File: config.mk
export PLATFORM = sky130hd
export DESIGN_NAME = gpio_ctrl
export DESIGN_NICKNAME = d
export VERILOG_FILES = /design/src/rtl/gpio_ctrl_pkg.sv /design/src/rtl/gpio_addr_dec.sv /design/src/rtl/gpio_port.sv /design/src/rtl/gpio_rd_mux.sv /design/src/rtl/gpio_ctrl.sv
export SDC_FILE = /design/constraint.sdc
export NUM_CORES = 2
export LEC_CHECK = 0
export ABC_AREA = 0
export BUFFER_PORTS_ARGS = -buffer_cell sky130_fd_sc_hd__buf_2
export CORE_AREA = 3 3 276 278
export DETAILED_ROUTE_END_ITERATION = 16
export DIE_AREA = 0 0 279 281
export HOLD_SLACK_MARGIN = 0.1
export MAX_ROUTING_LAYER = met4
export PLACE_DENSITY = 0.72
export SYNTH_ARGS = -nofsm -noshare
export SYNTH_HDL_FRONTEND = slang
export SYNTH_HIERARCHICAL = 1
export SYNTH_SLANG_ARGS = --single-unit
File: constraint.sdc
create_clock -name clk -period 8.11 [get_ports clk]
set_input_delay 0.4055 -clock clk [delete_from_list [all_inputs] [get_ports clk]]
set_output_delay 0.4055 -clock clk [all_outputs]
set_load 0.02 [all_outputs]
File: src/rtl/gpio_ctrl_pkg.sv
package gpio_ctrl_pkg;

  typedef enum logic [1:0] {
    K_BYTEPIN = 2'd0,
    K_WORDPIN = 2'd1,
    K_PORTREG = 2'd2,
    K_NONE    = 2'd3
  } kind_e;

  typedef enum logic [2:0] {
    RS_OUT   = 3'd0,
    RS_DIR   = 3'd1,
    RS_MASK  = 3'd2,
    RS_PORT  = 3'd3,
    RS_MPORT = 3'd4,
    RS_CLR   = 3'd5,
    RS_TGL   = 3'd6,
    RS_RSVD  = 3'd7
  } regsel_e;

  typedef struct packed {
    logic set_all;
    logic set_masked;
    logic clr;
    logic tgl;
    logic dir;
    logic mask;
    logic pin;
  } wcmd_t;

endpackage

File: src/rtl/gpio_addr_dec.sv
module gpio_addr_dec
  import gpio_ctrl_pkg::*;
#(
  parameter int NUM_PORTS = 4,
  parameter int PORT_W    = 32,
  parameter int IDX_W     = 5,
  parameter int PB        = 2,
  parameter int ADDR_W    = 2 + PB + IDX_W
) (
  input  logic [ADDR_W-1:0] addr,
  input  logic              wr_en,
  input  logic [PORT_W-1:0] wr_data,
  output kind_e             kind,
  output logic [PB-1:0]     port,
  output logic [IDX_W-1:0]  idx,
  output logic              port_ok,
  output wcmd_t             cmd,
  output logic              pin_val
);

  regsel_e sel;
  logic    is_reg;

  assign kind    = kind_e'(addr[ADDR_W-1 -: 2]);
  assign port    = addr[IDX_W +: PB];
  assign idx     = addr[IDX_W-1:0];
  assign port_ok = (int'(port) < NUM_PORTS);
  assign sel     = regsel_e'(idx[2:0]);
  assign is_reg  = (kind == K_PORTREG) && (idx[IDX_W-1:3] == '0);
  assign pin_val = (kind == K_BYTEPIN) ? wr_data[0] : (|wr_data);

  always_comb begin
    cmd = '0;
    if (wr_en && port_ok) begin
      cmd.pin = (kind == K_BYTEPIN) || (kind == K_WORDPIN);
      if (is_reg) begin
        cmd.set_all    = (sel == RS_OUT) || (sel == RS_PORT);
        cmd.set_masked = (sel == RS_MPORT);
        cmd.clr        = (sel == RS_CLR);
        cmd.tgl        = (sel == RS_TGL);
        cmd.dir        = (sel == RS_DIR);
        cmd.mask       = (sel == RS_MASK);
      end
    end
  end

endmodule

File: src/rtl/gpio_port.sv
module gpio_port
  import gpio_ctrl_pkg::*;
#(
  parameter int PORT_W = 32,
  parameter int IDX_W  = 5
) (
  input  logic              clk,
  input  logic              rst,
  input  wcmd_t             cmd,
  input  logic [PORT_W-1:0] wr_data,
  input  logic [IDX_W-1:0]  pin_idx,
  input  logic              pin_val,
  output logic [PORT_W-1:0] out_q,
  output logic [PORT_W-1:0] dir_q,
  output logic [PORT_W-1:0] mask_q
);

  logic [PORT_W-1:0] out_nx;

  // Clear is applied before invert when both are requested together.
  always_comb begin
    out_nx = out_q;
    if (cmd.set_all)    out_nx = wr_data;
    if (cmd.set_masked) out_nx = (out_q & mask_q) | (wr_data & ~mask_q);
    if (cmd.clr)        out_nx = out_nx & ~wr_data;
    if (cmd.tgl)        out_nx = out_nx ^ wr_data;
    if (cmd.pin)        out_nx[pin_idx] = pin_val;
  end

  always_ff @(posedge clk) begin
    if (rst) begin
      out_q  <= '0;
      dir_q  <= '0;
      mask_q <= '0;
    end else begin
      out_q <= out_nx;
      if (cmd.dir)  dir_q  <= wr_data;
      if (cmd.mask) mask_q <= wr_data;
    end
  end

endmodule

File: src/rtl/gpio_rd_mux.sv
module gpio_rd_mux
  import gpio_ctrl_pkg::*;
#(
  parameter int NUM_PORTS = 4,
  parameter int PORT_W    = 32,
  parameter int IDX_W     = 5,
  parameter int PB        = 2
) (
  input  kind_e                     kind,
  input  logic [PB-1:0]             port,
  input  logic [IDX_W-1:0]          idx,
  input  logic                      port_ok,
  input  logic [NUM_PORTS*PORT_W-1:0] out_all,
  input  logic [NUM_PORTS*PORT_W-1:0] dir_all,
  input  logic [NUM_PORTS*PORT_W-1:0] mask_all,
  input  logic [NUM_PORTS*PORT_W-1:0] state_all,
  output logic [PORT_W-1:0]         rdata
);

  logic [PORT_W-1:0] o_v, d_v, m_v, s_v;

  assign o_v = out_all[int'(port)*PORT_W +: PORT_W];
  assign d_v = dir_all[int'(port)*PORT_W +: PORT_W];
  assign m_v = mask_all[int'(port)*PORT_W +: PORT_W];
  assign s_v = state_all[int'(port)*PORT_W +: PORT_W];

  always_comb begin
    rdata = '0;
    if (port_ok) begin
      unique case (kind)
        K_BYTEPIN: rdata = {{(PORT_W-1){1'b0}}, s_v[idx]};
        K_WORDPIN: rdata = {PORT_W{s_v[idx]}};
        K_PORTREG: begin
          if (idx[IDX_W-1:3] == '0) begin
            unique case (regsel_e'(idx[2:0]))
              RS_OUT:   rdata = o_v;
              RS_DIR:   rdata = d_v;
              RS_MASK:  rdata = m_v;
              RS_PORT:  rdata = s_v;
              RS_MPORT: rdata = s_v & ~m_v;
              default:  rdata = '0;
            endcase
          end
        end
        default: rdata = '0;
      endcase
    end
  end

endmodule

File: src/rtl/gpio_ctrl.sv
module gpio_ctrl
  import gpio_ctrl_pkg::*;
#(
  parameter  int NUM_PORTS = 4,
  parameter  int PORT_W    = 32,
  localparam int IDX_W     = $clog2(PORT_W),
  localparam int PB        = (NUM_PORTS > 1) ? $clog2(NUM_PORTS) : 1,
  localparam int ADDR_W    = 2 + PB + IDX_W
) (
  input  logic                        clk,
  input  logic                        rst,
  input  logic [ADDR_W-1:0]           addr,
  input  logic                        wr_en,
  input  logic [PORT_W-1:0]           wr_data,
  input  logic                        rd_en,
  output logic [PORT_W-1:0]           rd_data,
  input  logic [NUM_PORTS*PORT_W-1:0] pin_in,
  input  logic [NUM_PORTS*PORT_W-1:0] gpio_sel,
  input  logic [NUM_PORTS*PORT_W-1:0] analog,
  output logic [NUM_PORTS*PORT_W-1:0] pin_out,
  output logic [NUM_PORTS*PORT_W-1:0] pin_oe
);

  localparam int TOT_W = NUM_PORTS * PORT_W;

  kind_e             kind;
  logic [PB-1:0]     port;
  logic [IDX_W-1:0]  idx;
  logic              port_ok;
  wcmd_t             cmd;
  logic              pin_val;
  logic [TOT_W-1:0]  out_all, dir_all, mask_all, state_all;
  logic [PORT_W-1:0] rdata_c;

  gpio_addr_dec #(
    .NUM_PORTS(NUM_PORTS), .PORT_W(PORT_W), .IDX_W(IDX_W), .PB(PB), .ADDR_W(ADDR_W)
  ) u_dec (
    .addr(addr), .wr_en(wr_en), .wr_data(wr_data), .kind(kind), .port(port),
    .idx(idx), .port_ok(port_ok), .cmd(cmd), .pin_val(pin_val)
  );

  for (genvar p = 0; p < NUM_PORTS; p++) begin : g_port
    wcmd_t cmd_p;
    assign cmd_p = (port == PB'(p)) ? cmd : '0;

    gpio_port #(.PORT_W(PORT_W), .IDX_W(IDX_W)) u_port (
      .clk(clk), .rst(rst), .cmd(cmd_p), .wr_data(wr_data), .pin_idx(idx),
      .pin_val(pin_val),
      .out_q(out_all[p*PORT_W +: PORT_W]),
      .dir_q(dir_all[p*PORT_W +: PORT_W]),
      .mask_q(mask_all[p*PORT_W +: PORT_W])
    );
  end

  assign state_all = pin_in & ~analog;

  gpio_rd_mux #(
    .NUM_PORTS(NUM_PORTS), .PORT_W(PORT_W), .IDX_W(IDX_W), .PB(PB)
  ) u_rd (
    .kind(kind), .port(port), .idx(idx), .port_ok(port_ok), .out_all(out_all),
    .dir_all(dir_all), .mask_all(mask_all), .state_all(state_all), .rdata(rdata_c)
  );

  always_ff @(posedge clk) begin
    if (rst) begin
      rd_data <= '0;
      pin_oe  <= '0;
    end else begin
      if (rd_en) rd_data <= rdata_c;
      pin_oe <= dir_all & gpio_sel;
    end
  end

  assign pin_out = out_all;

endmodule

==> impl_metrics.json <==
{
  "syn_area_um2": 31200,
  "via_count": 31656,
  "portBuffers": 716,
  "seq_area_frac_synth": 0.349,
  "ioPinCount": 717,
  "fin_nets": 4610,
  "maxClockFrequency_mhz": 265,
  "cp_slowest_stage_delay_ns": 0.77,
  "cts_resized": 0,
  "wl_per_cell_um": 26.3,
  "die-area_um2": 78400,
  "track_usage": 0.343,
  "synth_cells": 3524,
  "place_ws_ns": 3.71,
  "synth_top_area_frac": 0.349,
  "die_w_um": 279,
  "nFillCells": 6907,
  "initial_utilization": 0.421,
  "power.share.switching": 0.264,
  "max-cap-violations": 0,
  "worstSetupPathType": "in -> reg",
  "r2r-start": "g_port[0].u_port/out_q[27]$_SDFF_PP0_",
  "drc": 0,
  "ys_top_cells_by_area": "dfxtp_1 35%, mux2i_1 9.9%, mux4_2 8.8%, nor2_1 6.8%, a32o_1 3.7%",
  "r2r-end": "rd_data[27]$_SDFFE_PP0P_",
  "p_clk_frac": 0.450,
  "p_leak_nw": 14.2,
  "power.switching_w": 0.00161,
  "grt_overflow_total": 0,
  "worst_hold_path.endpoint": "pin_oe[127]$_SDFF_PP0_",
  "finalWirelength_um": 137000,
  "intPower_w": 0.00449,
  "row_count": 100,
  "core-area_um2": 74200,
  "drt-initial-drc-count": 3877,
  "rsz0062_at_grt": "no",
  "synth-edff-count": 0,
  "skew_ns": 0.0303,
  "reg2reg_slack_ns": 5.96,
  "ys_types": 66,
  "holdCritStartpoint": "gpio_sel[127]",
  "setup_viol": 0,
  "report.final.hold_viol_count": 0,
  "cts-buffers-inserted": 58,
  "cp-end-kind": "flip-flop",
  "tritoncts": "built",
  "fin_util": 0.515,
  "place.gp.congestion": 0.951,
  "firstDrtPassIters": 6,
  "cpMaxStageDelayCell": "buf_4",
  "cp_data_arrival_time_ns": 4.33,
  "powerDensity_nw_per_um2": 160,
  "drtAntennaViolNets": 0,
  "grt_pass1_wl_um": 197000,
  "layout-area-overhead-vs-synth_pct": 22.3,
  "fin_crit_ns": 3.77,
  "async_reset_ff_frac": 0,
  "cts.sinks": 544,
  "cts.root.buffer_cell": "clkbuf_16",
  "cp_data_required_time_ns": 8.68,
  "setup_ws_ns": 4.34,
  "via_per_inst": 6.07,
  "ys_warn_count": 6,
  "grt_pass1_vias": 28722,
  "seqPwrFrac": 0.441,
  "ys_ff_latch": 544,
  "crit_chain": "buf_6 -> buf_4 -> mux2i_1 -> mux4_2 -> or2_2 -> a221oi_1 -> o41ai_4 -> buf_4 -> o22ai_1 -> mux2i_1 -> nor2_1",
  "die_h_um": 281,
  "syn_area_per_cell_um2": 8.87,
  "outcome": "complete, no violations",
  "worstSetupStartpointType": "input port",
  "setup_tns_ns": 0,
  "grt_max_degree": 229,
  "ys.flop_type": "dfxtp_1",
  "clk_latency_ns": 0.64,
  "power_frac_comb": 0.109,
  "synth_top_area_cell": "dfxtp_1",
  "slew_headroom": 0.209,
  "antenna_found_initial": 30,
  "drive_gt1_frac": 0.249,
  "timing.critical_path.buf_inv": 3,
  "r2r_cells": 7,
  "period_share": 0.465,
  "crit_fanout": 56,
  "slew_viol_final": 0,
  "hold_path_class": "in -> reg",
  "clockBufferDepth": 3,
  "critical-path-top-delay-family": "buffers and inverters",
  "dp_hpwl_um": 97100,
  "whs_path_depth": 3,
  "ir_worst_vdd_mv": 0.176,
  "cts_max_level": 2,
  "path_clk_slew_ns": 0.07,
  "worst_pin_slew_ns": 1.18,
  "postSynthNetCount": 3953
}
==> per-stage QoR <==
stage	instance area, µm²	total power (W)	cells	hold slack [ns]
global route	38200	0.00627	5213	0.244
floorplan	31200	0.00305	3524	0.426
finish	38200	0.00610	5216	0.199
detailed placement	35000	0.00335	4963	0.440
global placement	35000	0.00334	4963	0.437
CTS	38200	0.00611	5198	0.143
==> synthesized netlist by cell type (119+ instances only) <==
library cell	count
nand3_1	145
a211o_1	128
a21oi_1	143
nor2_1	566
mux4_2	122
dfxtp_1	544
inv_1	119
nand2b_1	131
mux2i_1	308
nor2b_1	160
nand2_1	295
==> placed cells by master, fill, tap and decap left out, drive strengths merged, types with 10 or more instances in the layout <==
master / count
and3: 17
o21ai: 19
clkbuf: 80
inv: 121
nor3b: 27
dlygate4sd3: 127
clkinvlp: 10
clkinv: 13
nand2: 295
mux2i: 308
a21boi: 14
nor2b: 162
nor4: 12
nand2b: 135
mux4: 126
o211ai: 12
diode: 18
o22ai: 33
mux2: 30
buf: 755
a21oi: 143
dfxtp: 544
a2111o: 12
nand3: 145
a311oi: 112
and2: 33
and4b: 12
a31oi: 42
nor2: 566
a32o: 116
a211o: 128
==> power by group through the flow <==
| stage | Sequential, W | Combinational (W) | Clock, W |
|---|---|---|---|
| 3_3_place_gp | 0.00275 | 0.000594 | 0 |
| 2_1_floorplan | 0.00275 | 0.000299 | 0 |
| 4_1_cts | 0.00269 | 0.000652 | 0.00277 |
| 6_report | 0.00269 | 0.000665 | 0.00275 |
| 3_5_place_dp | 0.00275 | 0.000599 | 0 |
| 5_1_grt | 0.00269 | 0.000700 | 0.00288 |
==> layer usage <==
| layer | GRT usage | part of all wire | wire (µm) |
|---|---|---|---|
| met1 | 0.432 | 0.39 | 53100 |
| met2 | 0.525 | 0.44 | 60900 |
| met3 | 0.0689 | 0.11 | 14700 |
| met4 | 0.178 | 0.062 | 8470 |
| met5 | - | 0 | 0 |
==> kinds of logic (layout without fill, tap and decap cells) <==
group / Yosys count / after routing / share of synthesized area
compound gates: 675 / 675 / 0.170
simple gates: 1436 / 1436 / 0.220
flops: 544 / 544 / 0.349
mux: 464 / 464 / 0.201
other cells: 1 / 19 / 0.000120
buf+inv: 404 / 1109 / 0.0604
==> worst reg2reg max path, cell delays in order, from the launching register on <==
cell,delay [ns]
dfxtp_1,0.43
mux4_2,0.50
mux2_2,0.27
o21ai_0,0.15
a21boi_0,0.31
o22ai_2,0.12
mux2i_1,0.16
nor2_1,0.05
==> cell type report <==
type	count	area (µm²)	share of cell area
Timing Repair Buffer	882	5200	0.136
Tap cell	969	1210	0.0317
Clock buffer	80	1690	0.0441
Multi-Input combinational cell	2576	18500	0.484
Antenna cell	18	45.0	0.00118
Inverter	119	447	0.0117
Sequential cell	544	10900	0.285
Clock inverter	28	251	0.00658
==> how the worst max path moves through the flow <==
stage	from	to	slack [ns]	depth (start not counted)
2_1_floorplan	addr[0]	rd_data[25]$_SDFFE_PP0P_	5.10	12
3_3_place_gp	addr[5]	g_port[1].u_port/out_q[23]$_SDFF_PP0_	3.81	8
3_5_place_dp	addr[5]	g_port[1].u_port/out_q[24]$_SDFF_PP0_	3.71	8
4_1_cts	addr[5]	g_port[1].u_port/out_q[6]$_SDFF_PP0_	4.36	8
5_1_grt	addr[5]	g_port[1].u_port/out_q[22]$_SDFF_PP0_	4.06	8
6_report	addr[6]	rd_data[21]$_SDFFE_PP0P_	4.34	11
==> registers in the layout (all words and copies together), names as in the netlist <==
register,count
pin_oe,128
g_port.u_port/mask_q,128
g_port.u_port/dir_q,128
rd_data,32
g_port.u_port/out_q,128
==> what timing repair did <==
action | 4_1_cts | 5_1_grt
hold endpoints to repair | 127 | 0
hold buffers | 127 | 0
buffers inserted | 0 | 0
Note: power is estimated with default switching activity, not from simulation.
